File: src/rtl/ruu_pkg.sv
package ruu_pkg;

    localparam int RUU_DEPTH = 8;
    localparam int TAG_W     = $clog2(RUU_DEPTH);
    localparam int CNT_W     = TAG_W + 1;
    localparam int DATA_W    = 16;
    localparam int REG_W     = 4;

    typedef logic [TAG_W-1:0]  tag_t;
    typedef logic [DATA_W-1:0] data_t;
    typedef logic [REG_W-1:0]  reg_t;

    typedef struct packed {
        tag_t tag;
        logic rdy;
    } src_t;

    typedef struct packed {
        logic  valid;
        logic  issued;
        logic  done;
        logic  mispred;
        logic  fault;
        reg_t  dest;
        src_t  s1;
        src_t  s2;
        data_t value;
    } ruu_entry_t;

    // Distance of a slot from the head; ring depth is a power of two.
    function automatic tag_t age_of(tag_t slot, tag_t head);
        return slot - head;
    endfunction

    // Source is usable now if decode says so or its producer has a result.
    function automatic logic src_wake(src_t s, tag_t wtag, logic wlive);
        return s.rdy | (wlive & (s.tag == wtag));
    endfunction

endpackage

File: src/rtl/ruu_ptr_ctl.sv
module ruu_ptr_ctl #(
    parameter int DEPTH = 8,
    parameter int TW    = $clog2(DEPTH),
    parameter int CW    = TW + 1
) (
    input  logic          clk,
    input  logic          rst,
    input  logic          alloc_en,
    input  logic          retire_en,
    input  logic          squash_en,
    input  logic [TW-1:0] squash_tag,
    input  logic          clear_en,
    output logic [TW-1:0] head,
    output logic [TW-1:0] tail,
    output logic [CW-1:0] count,
    output logic          full
);

    logic [TW-1:0] sq_age;

    assign sq_age = squash_tag - head;
    assign full   = (count == CW'(DEPTH));

    always_ff @(posedge clk) begin
        if (rst) begin
            head  <= '0;
            tail  <= '0;
            count <= '0;
        end else if (clear_en) begin
            head  <= head + 1'b1;
            tail  <= head + 1'b1;
            count <= '0;
        end else begin
            if (retire_en) head <= head + 1'b1;
            if (squash_en) begin
                tail  <= squash_tag + 1'b1;
                count <= CW'(sq_age) + CW'(1) - CW'(retire_en);
            end else begin
                if (alloc_en) tail <= tail + 1'b1;
                count <= count + CW'(alloc_en) - CW'(retire_en);
            end
        end
    end

endmodule

File: src/rtl/ruu_oldest_pick.sv
module ruu_oldest_pick #(
    parameter int N  = 8,
    parameter int TW = $clog2(N)
) (
    input  logic [N-1:0]  req,
    input  logic [TW-1:0] base,
    output logic          found,
    output logic [TW-1:0] pick
);

    logic [TW-1:0] idx;

    // Rotating scan starting at the head: first hit is the oldest.
    always_comb begin
        found = 1'b0;
        pick  = base;
        idx   = base;
        for (int k = 0; k < N; k++) begin
            idx = base + TW'(k);
            if (!found && req[idx]) begin
                found = 1'b1;
                pick  = idx;
            end
        end
    end

endmodule

File: src/rtl/ruu_slot.sv
module ruu_slot
    import ruu_pkg::*;
(
    input  logic       clk,
    input  logic       rst,
    input  logic       kill,
    input  logic       alloc_en,
    input  ruu_entry_t alloc_ent,
    input  logic       issue_en,
    input  logic       wb_hit,
    input  data_t      wb_value,
    input  logic       wb_mp,
    input  logic       wb_fault,
    input  logic       wake_en,
    input  tag_t       wake_tag,
    output ruu_entry_t ent
);

    always_ff @(posedge clk) begin
        if (rst || kill) begin
            ent <= '0;
        end else if (alloc_en) begin
            ent <= alloc_ent;
        end else if (ent.valid) begin
            if (issue_en) ent.issued <= 1'b1;
            if (wb_hit) begin
                ent.done    <= 1'b1;
                ent.value   <= wb_value;
                ent.mispred <= wb_mp;
                ent.fault   <= wb_fault;
            end
            if (wake_en && (ent.s1.tag == wake_tag)) ent.s1.rdy <= 1'b1;
            if (wake_en && (ent.s2.tag == wake_tag)) ent.s2.rdy <= 1'b1;
        end
    end

endmodule

File: src/rtl/ruu_queue.sv
module ruu_queue
    import ruu_pkg::*;
(
    input  logic              clk,
    input  logic              rst,
    input  logic              alloc_valid,
    input  logic [REG_W-1:0]  alloc_dest,
    input  logic [TAG_W-1:0]  alloc_src1_tag,
    input  logic              alloc_src1_rdy,
    input  logic [TAG_W-1:0]  alloc_src2_tag,
    input  logic              alloc_src2_rdy,
    output logic              alloc_ready,
    output logic [TAG_W-1:0]  alloc_tag,
    output logic              issue_valid,
    output logic [TAG_W-1:0]  issue_tag,
    output logic [REG_W-1:0]  issue_dest,
    input  logic              wb_valid,
    input  logic [TAG_W-1:0]  wb_tag,
    input  logic [DATA_W-1:0] wb_value,
    input  logic              wb_mispredict,
    input  logic              wb_fault,
    output logic              flush_valid,
    output logic [TAG_W-1:0]  flush_tag,
    input  logic [TAG_W-1:0]  byp_tag,
    output logic              byp_hit,
    output logic [DATA_W-1:0] byp_value,
    output logic              rf_we,
    output logic [REG_W-1:0]  rf_waddr,
    output logic [DATA_W-1:0] rf_wdata,
    output logic              exc_valid,
    output logic [TAG_W-1:0]  exc_tag
);

    ruu_entry_t           ents [RUU_DEPTH];
    ruu_entry_t           head_ent;
    ruu_entry_t           wb_ent;
    ruu_entry_t           byp_ent;
    ruu_entry_t           new_ent;
    tag_t                 head;
    tag_t                 tail;
    logic [CNT_W-1:0]     cnt;
    logic                 full;
    logic                 wb_live;
    logic                 squash_now;
    logic                 retire_now;
    logic                 fault_now;
    logic                 do_alloc;
    logic [RUU_DEPTH-1:0] rdy_vec;
    logic                 pick_found;
    tag_t                 pick_tag;
    src_t                 s1_in;
    src_t                 s2_in;

    assign head_ent = ents[head];
    assign wb_ent   = ents[wb_tag];
    assign byp_ent  = ents[byp_tag];

    // Writebacks aimed at discarded slots are dropped.
    assign wb_live    = wb_valid & wb_ent.valid;
    assign squash_now = wb_live & wb_mispredict;
    assign retire_now = head_ent.valid & head_ent.done;
    assign fault_now  = retire_now & head_ent.fault;

    assign alloc_ready = !full && !squash_now && !fault_now;
    assign alloc_tag   = tail;
    assign do_alloc    = alloc_valid & alloc_ready;

    // Operand readiness at allocation: decode flag, completed producer,
    // or a producer completing this very cycle.
    always_comb begin
        s1_in.tag = alloc_src1_tag;
        s1_in.rdy = alloc_src1_rdy
                  | (ents[alloc_src1_tag].valid & ents[alloc_src1_tag].done);
        s1_in.rdy = src_wake(s1_in, wb_tag, wb_live);
        s2_in.tag = alloc_src2_tag;
        s2_in.rdy = alloc_src2_rdy
                  | (ents[alloc_src2_tag].valid & ents[alloc_src2_tag].done);
        s2_in.rdy = src_wake(s2_in, wb_tag, wb_live);
        new_ent         = '0;
        new_ent.valid   = 1'b1;
        new_ent.dest    = alloc_dest;
        new_ent.s1      = s1_in;
        new_ent.s2      = s2_in;
    end

    ruu_ptr_ctl #(
        .DEPTH (RUU_DEPTH),
        .TW    (TAG_W),
        .CW    (CNT_W)
    ) u_ptr (
        .clk        (clk),
        .rst        (rst),
        .alloc_en   (do_alloc),
        .retire_en  (retire_now),
        .squash_en  (squash_now),
        .squash_tag (wb_tag),
        .clear_en   (fault_now),
        .head       (head),
        .tail       (tail),
        .count      (cnt),
        .full       (full)
    );

    ruu_oldest_pick #(
        .N  (RUU_DEPTH),
        .TW (TAG_W)
    ) u_pick (
        .req   (rdy_vec),
        .base  (head),
        .found (pick_found),
        .pick  (pick_tag)
    );

    assign issue_valid = pick_found && !squash_now && !fault_now;
    assign issue_tag   = pick_tag;
    assign issue_dest  = ents[pick_tag].dest;

    for (genvar i = 0; i < RUU_DEPTH; i++) begin : g_slot
        localparam tag_t MY_TAG = tag_t'(i);
        logic kill_i;

        assign kill_i = (retire_now && (head == MY_TAG))
                      || fault_now
                      || (squash_now && (age_of(MY_TAG, head) > age_of(wb_tag, head)));

        assign rdy_vec[i] = ents[i].valid && !ents[i].issued
                          && ents[i].s1.rdy && ents[i].s2.rdy;

        ruu_slot u_slot (
            .clk       (clk),
            .rst       (rst),
            .kill      (kill_i),
            .alloc_en  (do_alloc && (tail == MY_TAG)),
            .alloc_ent (new_ent),
            .issue_en  (issue_valid && (issue_tag == MY_TAG)),
            .wb_hit    (wb_live && (wb_tag == MY_TAG)),
            .wb_value  (wb_value),
            .wb_mp     (wb_mispredict),
            .wb_fault  (wb_fault),
            .wake_en   (wb_live),
            .wake_tag  (wb_tag),
            .ent       (ents[i])
        );
    end

    assign flush_valid = squash_now;
    assign flush_tag   = wb_tag;

    always_comb begin
        byp_hit   = 1'b0;
        byp_value = byp_ent.value;
        if (wb_live && (wb_tag == byp_tag)) begin
            byp_hit   = 1'b1;
            byp_value = wb_value;
        end else if (byp_ent.valid && byp_ent.done) begin
            byp_hit   = 1'b1;
        end
    end

    assign rf_we     = retire_now & !head_ent.fault;
    assign rf_waddr  = head_ent.dest;
    assign rf_wdata  = head_ent.value;
    assign exc_valid = fault_now;
    assign exc_tag   = head;

endmodule

File: config.mk
export PLATFORM = sky130hd
export DESIGN_NAME = ruu_queue
export DESIGN_NICKNAME = d
export VERILOG_FILES = /design/src/rtl/ruu_pkg.sv /design/src/rtl/ruu_ptr_ctl.sv /design/src/rtl/ruu_oldest_pick.sv /design/src/rtl/ruu_slot.sv /design/src/rtl/ruu_queue.sv
export SDC_FILE = /design/constraint.sdc
export NUM_CORES = 1
export LEC_CHECK = 0
export BUFFER_PORTS_ARGS = -buffer_cell sky130_fd_sc_hd__buf_2
export CAP_MARGIN = 0
export CORE_ASPECT_RATIO = 1.4
export CORE_UTILIZATION = 43
export DETAILED_ROUTE_END_ITERATION = 8
export GPL_ROUTABILITY_DRIVEN = 0
export HOLD_SLACK_MARGIN = 0.1
export SLEW_MARGIN = 20
export SYNTH_ARGS = -nofsm -noshare
export SYNTH_HDL_FRONTEND = slang
export SYNTH_SLANG_ARGS = --single-unit
File: constraint.sdc
create_clock -name clk -period 5.5 [get_ports clk]
set_clock_uncertainty 0.2 [all_clocks]
set_input_delay 0.275 -clock clk [delete_from_list [all_inputs] [get_ports clk]]
set_output_delay 0.275 -clock clk [all_outputs]
set_load 0.02 [all_outputs]
==> Yosys cells after proc, flatten, opt, wreduce, memory -nomap -nowiden <==
Index checks and enable logic that the tools add are counted.
{ "classes": {"addsub": 22, "reduce_logical": 207, "muxes": 114, "n_lt_le_gt_ge": 22, "n_eq_ne": 48, "n_bitwise": 20} }
{ "ops": {"columns": ["op", "n"], "rows": [
  ["33-bit binary-select mux with 3-bit select", 6],
  ["33-bit 2-to-1 mux", 10],
  ["17-bit 2-to-1 mux", 16],
  ["16-bit 2-to-1 mux", 9],
  ["1-bit logical AND", 93],
  ["2-bit AND reduction", 32],
  ["3-bit == test", 19],
  ["28-bit 2-to-1 mux", 2],
  ["1-bit 2-to-1 mux", 50],
  ["2-bit nonzero test", 25],
  ["3-bit == test, second input constant", 16],
  ["3-bit 2-to-1 mux", 12],
  ["3-bit by 4-bit < comparator with 1-bit output, second input constant", 8],
  ["1-bit binary-select mux with 3-bit select", 8],
  ["3-bit by 2-bit == test with 1-bit output, second input constant", 8],
  ["4-bit >= comparator, second input constant", 6],
  ["3-bit > comparator", 8],
  ["1-bit logical OR", 24],
  ["3-bit inverter with 4-bit output", 6],
  ["1-bit zero test", 19],
  ["2-bit OR reduction", 9],
  ["3-bit adder, second input constant", 4],
  ["3-bit by 1-bit == test with 1-bit output, second input constant", 4],
  ["3-bit zero test", 4],
  ["14 further kinds", 35]
]} }
{ "word_totals": {"output_inout_bits": 58, "word_cells": 524, "in_bits": 40, "regBits": 274} }

==> Logic depth before layout (Yosys ltp) <==
{ "depth": {"word_depth": 32, "ltp_mapped": 17, "mapped_depth_nobuf": 15} }

==> Modules after synthesis <==
From an unflattened synthesis, not the netlist that was laid out.
{ "hier_totals": {"cells_unflattened": 1761, "area_unflattened_um2": 18109.9} }
{ "by_module_without_submodules": {"columns": ["mod", "cells_each", "area_per_inst_um2", "seq_area_each_um2", "n_inst"], "rows": [
  ["ruu_slot", 144, 1557.7, 660.6, 8],
  ["ruu_queue", 428, 4047.6, 0.0, 1],
  ["ruu_oldest_pick", 97, 867.1, 0.0, 1],
  ["ruu_ptr_ctl", 84, 733.2, 200.2, 1]
]} }

==> Least setup slack after synthesis <==
No wires, ideal clock.
{ "synth_path": {"path_kind": "register to output", "from": "reg u_ptr.head[0]", "to": "out issue_dest[1]", "path_buffers": 2, "setup_slack_ps": 811, "arrival_ps": 4214, "stages_incl_launch_ff": 17, "required_time_ps": 5025, "path_cell_list": "dfxtp_1 > inv_2 > buf_2 > ha_1 > buf_2 > clkinv_2 > mux2i_1 > mux4_2 > nor4_4 > and4_4 > a21oi_2 > xnor2_4 > inv_2 > or3b_1 > o211ai_2 > o22ai_1 > a21oi_1"} }
{ "synth_between": {"word_cells_on_any_way": 55, "classes_between": "add/sub: 7; mux: 33; bitwise: 1; reduce/logical: 14"} }
{ "synth_rtl": {"columns": ["item", "line", "source"], "rows": [
  ["start: declaration", "ruu_ptr_ctl.sv:13", "output logic [TW-1:0] head,"],
  ["start signal: assignment", "ruu_ptr_ctl.sv:30", "head <= head + 1'b1;"],
  ["start signal: assignment", "ruu_ptr_ctl.sv:34", "if (retire_en) head <= head + 1'b1;"],
  ["3-bit adder *", "ruu_oldest_pick.sv:19", "idx = base + TW'(k);"],
  ["via u_pick.idx[0]", "ruu_oldest_pick.sv:11", "logic [TW-1:0] idx;"],
  ["1-bit binary-select mux with 3-bit select", "ruu_oldest_pick.sv:20", "if (!found && req[idx]) begin"],
  ["1-bit 2-to-1 mux (not written as such)", "ruu_oldest_pick.sv:20", null],
  ["1-bit logical AND", "ruu_oldest_pick.sv:20", null],
  ["3-bit 2-to-1 mux *", "ruu_oldest_pick.sv:20", null],
  ["via issue_tag[0]", "ruu_queue.sv:15", "output logic [TAG_W-1:0] issue_tag,"],
  ["3-bit inverter with 4-bit output (not written as such) *", "ruu_queue.sv:116", "assign issue_dest = ents[pick_tag].dest;"],
  ["33-bit binary-select mux with 3-bit select *", "ruu_queue.sv:116", null],
  ["28-bit 2-to-1 mux (not written as such) * (2 in series)", "ruu_queue.sv:116", null],
  ["end: declaration", "ruu_queue.sv:16", "output logic [REG_W-1:0] issue_dest,"]
]} }
The timed path passes the listed nets; every way through them passes the cells marked *. The select of a mux whose other input is x is not followed.

==> Worst setup path after layout <==
{ "layout_path": {"from": "reg u_ptr.head[0]", "to": "out issue_dest[1]"} }
{ "layout_between": {"elab_chain_cells": 28, "word_cells_on_any_way": 55, "classes_between": "add/sub: 7; mux: 33; bitwise: 1; reduce/logical: 14"} }
{ "layout_rtl": {"columns": ["item", "line"], "rows": [
  ["parallel branches: the longest is 23 deep, another holds 3-bit by 1-bit adder with 3-bit output", null],
  ["3-bit 2-to-1 mux *", "ruu_oldest_pick.sv:20"],
  ["3-bit inverter with 4-bit output (not written as such) *", "ruu_queue.sv:116"],
  ["33-bit binary-select mux with 3-bit select *", "ruu_queue.sv:116"],
  ["28-bit 2-to-1 mux (not written as such) * (2 in series)", "ruu_queue.sv:116"]
]} }
Mark *: on every way between the ends. The select of a mux whose other input is x is not followed.

==> impl_metrics.toml <==
[floorplan]
die_w_um = 160
die_area_um2 = 35900
rows = 80
initial_core_util = 0.440
core_region_area_um2 = 34300
die_h_um = 224
ios = 98

[finish]
fin_nets = 1860
antenna_cells = 0
fin_util = 0.494
design_area_um2 = 17000
drive_gt1_frac = 0.184
synthToLayoutAreaGrowth_pct = 12.1

[yosys]
syn-cell-area_um2 = 15100
synth_cells = 1736
ys_warn_count = 0
ys_ff_latch = 266
synth_edf_count = 0
yosysUniqueCellTypes = 69
synth_area_leaders = "dfxtp_1 35%, mux4_2 13%, nand2_1 11%, mux2i_1 6.7%, a21oi_1 6.6%"
post-synth-top-area-cell = "dfxtp_1"
synth_top_flop_cell = "dfxtp_1"
mappedNetlistNets = 1810
yosys-top-cells-count = "427 x nand2_1, 266 x dfxtp_1, 200 x a21oi_1"
avgSynthCellArea_um2 = 8.71
synth-async-reset-ratio = 0
yosysMostFrequentCell = "nand2_1"
synth_top_area_frac = 0.352
yosysSeqAreaShare = 0.352

[pwr]
finalPower_mw = 4.69
power.density_nw_per_um2 = 277
ir_drop_v = 0.000221
leakagePower_nw = 6.99
internal_power_mw = 3.33
p_switching_mw = 1.36
pwr-share-clk = 0.390
sw_frac_of_total = 0.290
p_seq_frac = 0.439
combPwrFrac = 0.171

[timing]
fin_crit_ps = 5200
setup_tns_ps = 0
fin_ws_ps = 298
relSlewSlack = 0.272
max_slew.worst_pin.slew_ps = 1090
maxSlewViolCount = 0
hold_viol = 0
max_freq_mhz = 192
rsz0062_at_grt = "no"
setup_viol = 0
period_share = 0.946

[detailed_routing]
drc = 0
dr.pass1.iters = 5
wl_per_cell_um = 21.5
detail-route-antenna-nets = 0
wirelength_um = 48400
vias_per_cell = 5.79
drtIter0Drc = 915
num_vias = 13000

[global_routing]
grt_use_met1 = 0.304
grt_pass1_wl_um = 73900
overflow = 0
grt_pass1_vias = 12900
top_usage_layer = "met2"
antenna_found_initial = 0
grt_use_total = 0.267
grt_util_met3 = 0.0328
grt_max_degree = 55
met2_usage = 0.499

[placed_design]
port_buffers = 97
dp_slack_ps = 802
post_dp_cell_area_um2 = 15800
dp_hpwl_um = 31900

[clocking]
numClockSinks = 266
clock_latency_ps = 550
cts-buffers-inserted = 28
cts_max_path_buffers = 3
h-tree-depth = 1
path_clk_slew_ps = 60
tritoncts = "done"
clk_root_buffer_cell = "clkbuf_16"

[setup_path]
criticalPathCategory = "reg -> out"
end_kind = "output pin"
worstPathMaxFanout = 17
required_ps = 5030
cp-start-kind = "flip-flop"
worst_ep_arrival_time_ps = 4730

[job]
drv_cap = 0

[outcome]
outcome = "complete, no violations"

[hold_path]
hold_path_class = "in -> reg"
## power groups by stage
stage | registers [mW] | logic, mW | clock network [mW]
2_1_floorplan | 2.07 | 0.571 | 0
3_3_place_gp | 2.10 | 0.771 | 0
3_5_place_dp | 2.10 | 0.778 | 0
4_1_cts | 2.06 | 0.798 | 1.86
5_1_grt | 2.07 | 0.866 | 1.93
6_report | 2.06 | 0.801 | 1.83
## registers in the layout, summed over array words and instances, names as in the netlist
signal / flops
g_slot.u_slot.ent: 256
u_ptr.tail: 3
u_ptr.count: 4
u_ptr.head: 3
## critical path: stages (launching register included)
cell and delay (ps):
dfxtp_4 540, inv_2 70, ha_1 400, buf_4 250
mux2i_1 140, mux4_2 550, nor4_4 400, and4_4 300
a21oi_2 60, xnor2_4 320, inv_2 160, or3b_1 420
o211ai_2 90, o22ai_1 100, a21oi_1 160, buf_2 190
## final timing paths
check,startpoint,endpoint,slack [ps],depth (start not counted)
setup reg to reg,u_ptr.head[1],g_slot[6].u_slot.ent[30],1050,13
setup / recovery,u_ptr.head[0],issue_dest[1],300,15
hold reg to reg,g_slot[5].u_slot.ent[30],g_slot[5].u_slot.ent[30],240,2
hold / removal,wb_valid,u_ptr.count[1],180,5
## layer usage
| layer | part of all wire | routed length, µm |
|---|---|---|
| met5 | 0 | 0 |
| met4 | 0.037 | 1790 |
| met2 | 0.52 | 25300 |
| met3 | 0.063 | 3050 |
| met1 | 0.38 | 18300 |
## cells by family after synthesis
kind of cell | Yosys count | synth area share
compound gates | 294 | 0.117
simple gates | 690 | 0.193
flops | 266 | 0.352
fa+ha+maj | 34 | 0.0291
xor+xnor | 63 | 0.0377
mux | 206 | 0.214
buf+inv | 183 | 0.0573
## cells in the final DEF (no fill, tap or decap), types with 26 or more instances in the layout
cell             n
inv_1           26
ha_1            32
dfxtp_1        263
buf_4           43
mux2i_1        101
clkbuf_16       29
a21oi_1        200
buf_2           97
xor2_1          49
mux4_2          90
nor2_1         151
nor3_1          36
dlygate4sd3_1   30
nand2_1        427
## area by class of cell
cell class / instances / area (µm²)
Fill cell: 3334 / 17400
Multi-Input combinational cell: 1287 / 8930
Sequential cell: 266 / 5330
Timing Repair Buffer: 171 / 1130
Clock buffer: 39 / 803
Tap cell: 451 / 564
Inverter: 32 / 134
Clock inverter: 5 / 53.8
## stage by stage
step | hold slack (ps) | instances
2_1_floorplan | 144 | 1736
3_3_place_gp | 232 | 2177
3_5_place_dp | 236 | 2177
4_1_cts | 148 | 2251
5_1_grt | 190 | 2251
6_report | 181 | 2251
## timing repair
action                                 4_1_cts  5_1_grt
setup buffers                                0        0
gates resized for setup                      0        1
endpoints found under the hold margin      226        0
hold buffers                                30        0
setup endpoints to repair                    0        3
No activity file was read; power rests on OpenSTA's default activity.
